--- config.mk ---
export PLATFORM = sky130hd
export DESIGN_NAME = limbdiv_engine
export DESIGN_NICKNAME = d
export VERILOG_FILES = /design/src/rtl/limbdiv_pkg.sv /design/src/rtl/limbdiv_step.sv /design/src/rtl/limbdiv_seq.sv /design/src/rtl/limbdiv_engine.sv
export SDC_FILE = /design/constraint.sdc
export NUM_CORES = 1
export LEC_CHECK = 0
export BUFFER_PORTS_ARGS = -buffer_cell sky130_fd_sc_hd__buf_2
export CAP_MARGIN = 25
export CORE_ASPECT_RATIO = 1.25
export CORE_UTILIZATION = 38
export CTS_BUF_LIST = sky130_fd_sc_hd__clkbuf_2
export CTS_CLUSTER_DIAMETER = 40
export DETAILED_ROUTE_END_ITERATION = 6
export HOLD_SLACK_MARGIN = 0.02
export PLACE_DENSITY_LB_ADDON = 0.2
export SLEW_MARGIN = 40
export SYNTH_ARGS = -nofsm -noshare
export SYNTH_HDL_FRONTEND = slang
export SYNTH_SLANG_ARGS = --single-unit
--- constraint.sdc ---
create_clock -name clk -period 3 [get_ports clk]
set_input_delay 0.75 -clock clk [delete_from_list [all_inputs] [get_ports clk]]
set_output_delay 0.75 -clock clk [all_outputs]
set_load 0.005 [all_outputs]
--- src/rtl/limbdiv_pkg.sv ---
package limbdiv_pkg;
   typedef enum logic [2:0] {
      LD_IDLE,
      LD_LOAD,
      LD_DIV,
      LD_WRITE,
      LD_ERRW,
      LD_FIN
   } ld_state_e;
endpackage

--- src/rtl/limbdiv_step.sv ---
// One restoring-division iteration: shift the next dividend bit into the
// partial remainder, trial-subtract the divisor, keep or restore.
module limbdiv_step #(
   parameter int W        = 64,
   parameter int CMP_KIND = 0   // 0: borrow of one wide subtract, 1: separate compare
) (
   input  logic [W-1:0] rem_i,
   input  logic [W-1:0] quo_i,
   input  logic [W-1:0] dvs_i,
   output logic [W-1:0] rem_o,
   output logic [W-1:0] quo_o
);
   logic [W:0] shifted;
   logic       take;
   logic [W:0] reduced;

   assign shifted = {rem_i, quo_i[W-1]};

   generate
      if (CMP_KIND == 0) begin : g_borrow
         logic [W+1:0] diff;
         assign diff    = {1'b0, shifted} - {2'b00, dvs_i};
         assign take    = ~diff[W+1];
         assign reduced = diff[W:0];
      end else begin : g_compare
         assign take    = (shifted >= {1'b0, dvs_i});
         assign reduced = shifted - {1'b0, dvs_i};
      end
   endgenerate

   logic [W:0] chosen;
   logic       unused_msb;
   assign chosen     = take ? reduced : shifted;
   assign unused_msb = chosen[W];
   assign rem_o      = chosen[W-1:0];
   assign quo_o      = {quo_i[W-2:0], take};
endmodule

--- src/rtl/limbdiv_seq.sv ---
// Control sequencer: walks limb indices downward, times the bit iterations.
module limbdiv_seq
   import limbdiv_pkg::*;
#(
   parameter int W     = 64,
   parameter int IDX_W = 3
) (
   input  logic             clk,
   input  logic             rst_n,
   input  logic             start,
   input  logic             single_mode,
   input  logic [IDX_W-1:0] top_idx,
   input  logic             bad_ops,
   output ld_state_e        state,
   output logic [IDX_W-1:0] idx
);
   localparam int CW = $clog2(W);
   localparam logic [CW-1:0] LAST_BIT = CW'(W - 1);

   logic [CW-1:0] bit_cnt;
   logic          one_only;

   always_ff @(posedge clk) begin
      if (!rst_n) begin
         state    <= LD_IDLE;
         idx      <= '0;
         bit_cnt  <= '0;
         one_only <= 1'b0;
      end else begin
         unique case (state)
            LD_IDLE: begin
               if (start) begin
                  idx      <= top_idx;
                  one_only <= single_mode;
                  state    <= bad_ops ? LD_ERRW : LD_LOAD;
               end
            end
            LD_LOAD: begin
               bit_cnt <= '0;
               state   <= LD_DIV;
            end
            LD_DIV: begin
               bit_cnt <= bit_cnt + 1'b1;
               if (bit_cnt == LAST_BIT) state <= LD_WRITE;
            end
            LD_WRITE: begin
               if (one_only || idx == '0) begin
                  state <= LD_FIN;
               end else begin
                  idx   <= idx - 1'b1;
                  state <= LD_LOAD;
               end
            end
            LD_ERRW: state <= LD_FIN;
            LD_FIN:  state <= LD_IDLE;
            default: state <= LD_IDLE;
         endcase
      end
   end
endmodule

--- src/rtl/limbdiv_engine.sv ---
module limbdiv_engine
   import limbdiv_pkg::*;
#(
   parameter int  LIMB_W    = 64,
   parameter int  MAX_LIMBS = 8,
   parameter int  CMP_KIND  = 0,
   localparam int IDX_W     = (MAX_LIMBS > 1) ? $clog2(MAX_LIMBS) : 1
) (
   input  logic              clk,
   input  logic              rst_n,
   input  logic              start,
   input  logic              single_mode,
   input  logic [IDX_W-1:0]  top_idx,
   input  logic [LIMB_W-1:0] divisor,
   input  logic [LIMB_W-1:0] carry_in,
   output logic              busy,
   output logic              done,
   output logic              err,
   output logic [LIMB_W-1:0] rem_out,
   output logic [IDX_W-1:0]  limb_addr,
   input  logic [LIMB_W-1:0] limb_rdata,
   output logic              limb_we,
   output logic [LIMB_W-1:0] limb_wdata
);
   generate
      if (LIMB_W < 4) begin : g_bad_width
         $error("limbdiv_engine: LIMB_W must be at least 4");
      end
      if (MAX_LIMBS < 2 || (1 << IDX_W) != MAX_LIMBS) begin : g_bad_depth
         $error("limbdiv_engine: MAX_LIMBS must be a power of two >= 2");
      end
      if (CMP_KIND != 0 && CMP_KIND != 1) begin : g_bad_kind
         $error("limbdiv_engine: CMP_KIND must be 0 or 1");
      end
   endgenerate

   ld_state_e         state;
   logic [IDX_W-1:0]  idx;
   logic              bad_ops;
   logic [LIMB_W-1:0] rem_q, quo_q, dvs_q;
   logic [LIMB_W-1:0] rem_n, quo_n;
   logic              err_q;

   assign bad_ops = (divisor == '0) || (carry_in >= divisor);

   limbdiv_seq #(.W(LIMB_W), .IDX_W(IDX_W)) u_seq (
      .clk         (clk),
      .rst_n       (rst_n),
      .start       (start),
      .single_mode (single_mode),
      .top_idx     (top_idx),
      .bad_ops     (bad_ops),
      .state       (state),
      .idx         (idx)
   );

   limbdiv_step #(.W(LIMB_W), .CMP_KIND(CMP_KIND)) u_step (
      .rem_i (rem_q),
      .quo_i (quo_q),
      .dvs_i (dvs_q),
      .rem_o (rem_n),
      .quo_o (quo_n)
   );

   always_ff @(posedge clk) begin
      if (!rst_n) begin
         rem_q <= '0;
         quo_q <= '0;
         dvs_q <= '0;
         err_q <= 1'b0;
      end else begin
         unique case (state)
            LD_IDLE: begin
               if (start) begin
                  dvs_q <= divisor;
                  err_q <= bad_ops;
                  rem_q <= bad_ops ? '0 : carry_in;
               end
            end
            LD_LOAD: quo_q <= limb_rdata;
            LD_DIV: begin
               rem_q <= rem_n;
               quo_q <= quo_n;
            end
            default: ;
         endcase
      end
   end

   assign busy       = (state != LD_IDLE);
   assign done       = (state == LD_FIN);
   assign err        = err_q;
   assign rem_out    = rem_q;
   assign limb_addr  = idx;
   assign limb_we    = (state == LD_WRITE) || (state == LD_ERRW);
   assign limb_wdata = (state == LD_ERRW) ? '0 : quo_q;
endmodule

[Word level (Yosys, flattened, before mapping)]
Cells that the tools add are included.
Storage, ports and cells
  register bits: 206
  output and inout port bits: 135
Cells by class
  add/subtract/negate cells: 3
  magnitude comparators: 1
  equality and inequality tests: 9
  muxes and demuxes: 15
  bitwise logic cells: 1
  reduce and logical (&&, ||, !) cells: 14
Operator list (number)
  2-to-1 mux 64 bit: 4
  case mux 64 bit (2 select lines): 2
  subtractor 65 x 64 -> 66 bit: 1
  >= comparator 64 bit: 1
  zero test 64 bit: 1
  2-to-1 mux 3 bit: 6
  case mux 3 bit (5 select lines): 1
  case mux 6 bit (2 select lines): 1
  adder 6 x 1 -> 6 bit (second input constant): 1
  equality test 3 x 2 -> 1 bit (second input constant): 2
  equality test 3 bit (second input constant): 2
  equality test 6 bit (second input constant): 1
  zero test 3 bit: 2
  case mux 3 bit (2 select lines): 1
  AND reduction 2 bit: 3
  nonzero test 2 bit: 3
  inequality test 2 bit (second input constant): 2
  equality test 3 x 1 -> 1 bit (second input constant): 1
  logical OR 1 bit: 3
  AND reduction 3 bit: 1
  nonzero test 3 bit: 1
  subtractor 3 x 1 -> 3 bit (second input constant): 1
  inequality test 2 x 1 -> 1 bit (second input constant): 1
  inverter 1 bit: 1

[Longest topological paths before layout]
  word-level depth: 5
  mapped depth: 15

[Hierarchy]
A second synthesis with hierarchy kept.
Unflattened totals
  cells, all modules: 2400
  area, all modules: 17170.2 um^2
Modules (own cells, without submodules)
  limbdiv_engine: times used 1, cells an instance 1467, area each 10996.8 um^2, sequential area each 3863.7 um^2
  limbdiv_step: times used 1, cells an instance 839, area each 5378.9 um^2, sequential area each 0.0 um^2
  limbdiv_seq: times used 1, cells an instance 94, area each 794.5 um^2, sequential area each 260.2 um^2

[Least setup slack after synthesis]
Ideal clock, no wire load.
  path kind: register to register
  start: register rem_q[29] (netlist: rem_out[29])
  end: register rem_q[59] (netlist: rem_out[59])
  data arrival time: 2.987 ns
  required time: 2.866 ns
  path slack: -0.121 ns
  cell stages (with the launch flop): 13
  period minus slack after synthesis: 3.121 ns
  path through: dfxtp_1 -> ha_1 -> buf_4 -> and4_4 -> nor4b_1 -> and2_2 -> and3b_2 -> a211oi_2 -> o41ai_2 -> nor4_2 -> or4b_2 -> o211ai_1 -> o22ai_1
On the way
  longest elaborated chain between the ends: 3
RTL lines
  from (decl): RTL line limbdiv_engine.sv:40  | logic [LIMB_W-1:0] rem_q, quo_q, dvs_q;
  from (signal assigned): RTL line limbdiv_engine.sv:77  | rem_q <= bad_ops ? '0 : carry_in;
  from (signal assigned): RTL line limbdiv_engine.sv:82  | rem_q <= rem_n;
  subtractor 65 x 64 -> 66 bit: RTL line limbdiv_step.sv:22  | assign diff = {1'b0, shifted} - {2'b00, dvs_i};
  2-to-1 mux 64 bit: RTL line limbdiv_step.sv:33  | assign chosen = take ? reduced : shifted;
  case mux 64 bit (2 select lines): RTL line limbdiv_engine.sv:72  | unique case (state)
Every way passes these cells.
A chain may end at the register's enable or synchronous reset.

[Worst setup path after layout]
  start: register dvs_q[30]
  end: register rem_q[57] (netlist: rem_out[57])
On the way
  longest elaborated chain between the ends: 3
RTL lines
  from (decl): RTL line limbdiv_engine.sv:40
  from (signal assigned): RTL line limbdiv_engine.sv:75  | dvs_q <= divisor;
  subtractor 65 x 64 -> 66 bit: RTL line limbdiv_step.sv:22
  2-to-1 mux 64 bit: RTL line limbdiv_step.sv:33
  case mux 64 bit (2 select lines): RTL line limbdiv_engine.sv:72
Every way passes these cells.

==> flow_summary.json <==
{
  "outcome": "finished, violations left",
  "violations": "DRC, setup timing",
  "clock.fmax_mhz": 307,
  "std_cell_rows": 80,
  "avgRoutedWirePerCell_um": 18.7,
  "startpoint_type": "register",
  "syn_avg_cell_area_um2": 7.20,
  "route.detailed.drc": 74,
  "period_share": 1.09,
  "use_met3": 0.0406,
  "die_w_um": 179,
  "drive_gt1_frac": 0.349,
  "dieArea_um2": 40000,
  "arrival_ns": 4.06,
  "reg2reg_from": "dvs_q[30]",
  "hold_path_depth": 3,
  "wl_um": 62200,
  "synthCells": 2069,
  "synth_cell_type_count": 77,
  "busiest_layer": "met2",
  "final_area_um2": 22300,
  "grt_usage": 0.292,
  "worst-r2r-setup-slack_ns": -0.26,
  "htreeDepth": 2,
  "min_path_type": "primary input to register",
  "synth_edf_count": 0,
  "maxSlewViolCount": 0,
  "drt-initial-drc-count": 1174,
  "fin_worst_skew_ns": 0.0648,
  "core-area_um2": 38400,
  "internal-power_mw": 13.0,
  "finalNetCount": 3125,
  "placed_cells": 3128,
  "layout_common_cells": "buf_4, nand2_1, buf_2, a21oi_1, dfxtp_1",
  "ys_ff_latch": 206,
  "clk_pin_slew_ns": 0.10,
  "syn_nets": 2400,
  "p_sw_frac": 0.483,
  "seqPwrFrac": 0.174,
  "grt_pass1_vias": 17900,
  "critPathKind": "register to register",
  "clockRootBuffer": "clkbuf_2",
  "die_h_um": 223,
  "tightest_slew_ns": 0.754,
  "synth_top_area_frac": 0.277,
  "hold_viol_final": 0,
  "min_period_ns": 3.26,
  "crit_required_ns": 3.81,
  "antenna_left": 0,
  "r2r_cells": 16,
  "synthTopCellsByArea": "dfxtp_1, ha_1, nand2_1, a21oi_1, o21ai_0",
  "synth_ff_type": "dfxtp_1",
  "mappedNetlistArea_um2": 14900,
  "final_common_cell": "buf_4",
  "min-delay-start": "divisor[12]",
  "postPlaceCellArea_um2": 19700,
  "power.net_switching_mw": 12.1,
  "numCtsBuffers": 57,
  "setup.worst_path.end_class": "register",
  "ir_worst_vdd_uv": 630,
  "finalSetupViolations": 64,
  "p_leak_nw": 10.3,
  "overflow": 0,
  "io_buffers": 333,
  "layout.cells.non_filler": 3325,
  "use_met2": 0.520,
  "initial_core_util": 0.388,
  "via_per_inst": 5.51,
  "rsz0062_at_grt": "yes",
  "area_delta_synth_final_pct": 49.3,
  "gp_congestion": 0.942,
  "cts_tree": "yes",
  "yosysTopAreaCell": "dfxtp_1",
  "p_per_area_nw_per_um2": 1130,
  "r2r_end": "rem_out[57]",
  "use_met1": 0.341,
  "grt_max_degree": 125,
  "io_pins": 334,
  "antenna_found_initial": 2,
  "hold_end": "dvs_q[12]",
  "fin_ws_ns": -0.256,
  "p_comb_frac": 0.747,
  "ys.warnings.count": 0,
  "cp_max_fo": 6,
  "cts.path.max_buffers": 3,
  "power_mw": 25.1,
  "cts_sinks": 206,
  "hpwl_um": 45000,
  "drv_cap": 0,
  "yosysSeqAreaShare": 0.277,
  "clk_latency_ns": 0.94,
  "dr.pass1.iters": 7,
  "num_vias": 18300,
  "grt_first_pass_wirelength_um": 92300,
  "clkPwrFrac": 0.079,
  "async_reset_ff_frac": 0,
  "slew_headroom": 0.496
}
==> timing repair <==
action,in CTS,in global routing
pin swaps,29,69
resized for setup,87,115
hold buffers,60,0
setup endpoints to repair,130,67
endpoints found under the hold margin,60,0
cloned,2,9
buffers inserted,16,12
==> flip-flops by register name (all words and copies together) (netlist names) <==
signal          cells
rem_out            64
quo_q              64
err                 1
u_seq.idx           3
u_seq.one_only      1
u_seq.bit_cnt       6
dvs_q              64
u_seq.state         3
==> area by class of cell <==
cell class,count,area (µm²)
Tap cell,492,616
Fill cell,3689,16200
Multi-Input combinational cell,1581,10700
Antenna cell,1,2.50
Clock buffer,81,405
Sequential cell,206,4150
Clock inverter,16,62.6
Timing Repair Buffer,800,5790
Inverter,148,558
==> worst max-delay path, stage by stage, from the launching register on <==
cell and delay (ns):
dfxtp_2 0.33, inv_1 0.07, ha_4 0.31, buf_4 0.12, nand4_1 0.09, or2_1 0.27, o22ai_2 0.13, or3b_1 0.13
a31oi_1 0.07, buf_4 0.15, a211o_1 0.32, buf_6 0.13, a211oi_4 0.26, nor2_4 0.13, clkbuf_16 0.19, a222oi_1 0.30
o22ai_1 0.12
==> power groups by stage <==
stage | Clock (mW) | Combinational (mW) | Sequential, mW
CTS | 2.05 | 16.9 | 4.33
global placement | 0 | 15.9 | 4.34
finish | 1.99 | 18.8 | 4.38
detailed placement | 0 | 15.9 | 4.36
global route | 2.17 | 20.3 | 4.49
floorplan | 0 | 9.10 | 4.27
==> synthesized netlist by cell type, drive strengths merged, types with 35 or more instances <==
cell	instances
ha	131
dfxtp	206
inv	148
o21ai	115
nand2	346
nor2b	76
nand4	35
nand3	65
a311oi	64
a21oi	239
nor2	130
clkbuf	100
==> cell families (layout without fill, tap and decap cells) <==
kind of cell	count (synthesis)	after routing	synth area share
adder cells (fa/ha/maj)	132	132	0.111
XOR/XNOR	58	58	0.0341
flip-flops	206	206	0.277
AO/OA/AOI/OAI	624	624	0.264
other	0	1	0
buffers and inverters	282	1045	0.0740
AND/OR/NAND/NOR	764	764	0.238
multiplexers	3	3	0.00201
==> per-layer routing <==
layer	vias to the layer above	share of wire
met2	678	0.50
li1	8850	-
met5	-	0
met1	8651	0.40
met3	139	0.061
met4	0	0.041
==> how the worst max path moves through the flow <==
| stage | cells after the start | to | startpoint | slack [ns] |
|---|---|---|---|---|
| global route | 18 | rem_out[55] | dvs_q[23] | -0.45 |
| floorplan | 13 | rem_out[63] | dvs_q[29] | -0.06 |
| detailed placement | 14 | rem_out[59] | divisor[54] | -0.75 |
| global placement | 12 | rem_out[59] | divisor[21] | -0.70 |
| finish | 16 | rem_out[57] | dvs_q[30] | -0.26 |
| CTS | 15 | quo_q[0] | dvs_q[9] | -0.18 |
==> per-stage QoR <==
step / setup TNS (ns) / worst slack (ns) / utilization / hold WS (ns)
6_report: -8.74 / -0.256 / 0.579 / 0.0838
2_1_floorplan: -0.264 / -0.0564 / - / 0.436
4_1_cts: -6.28 / -0.179 / 0.556 / 0.0204
3_5_place_dp: -40.03 / -0.746 / 0.512 / 0.447
3_3_place_gp: -39.42 / -0.703 / 0.512 / 0.445
5_1_grt: -18.78 / -0.446 / 0.579 / 0.0296
Note: power is estimated with default switching activity, not from simulation.
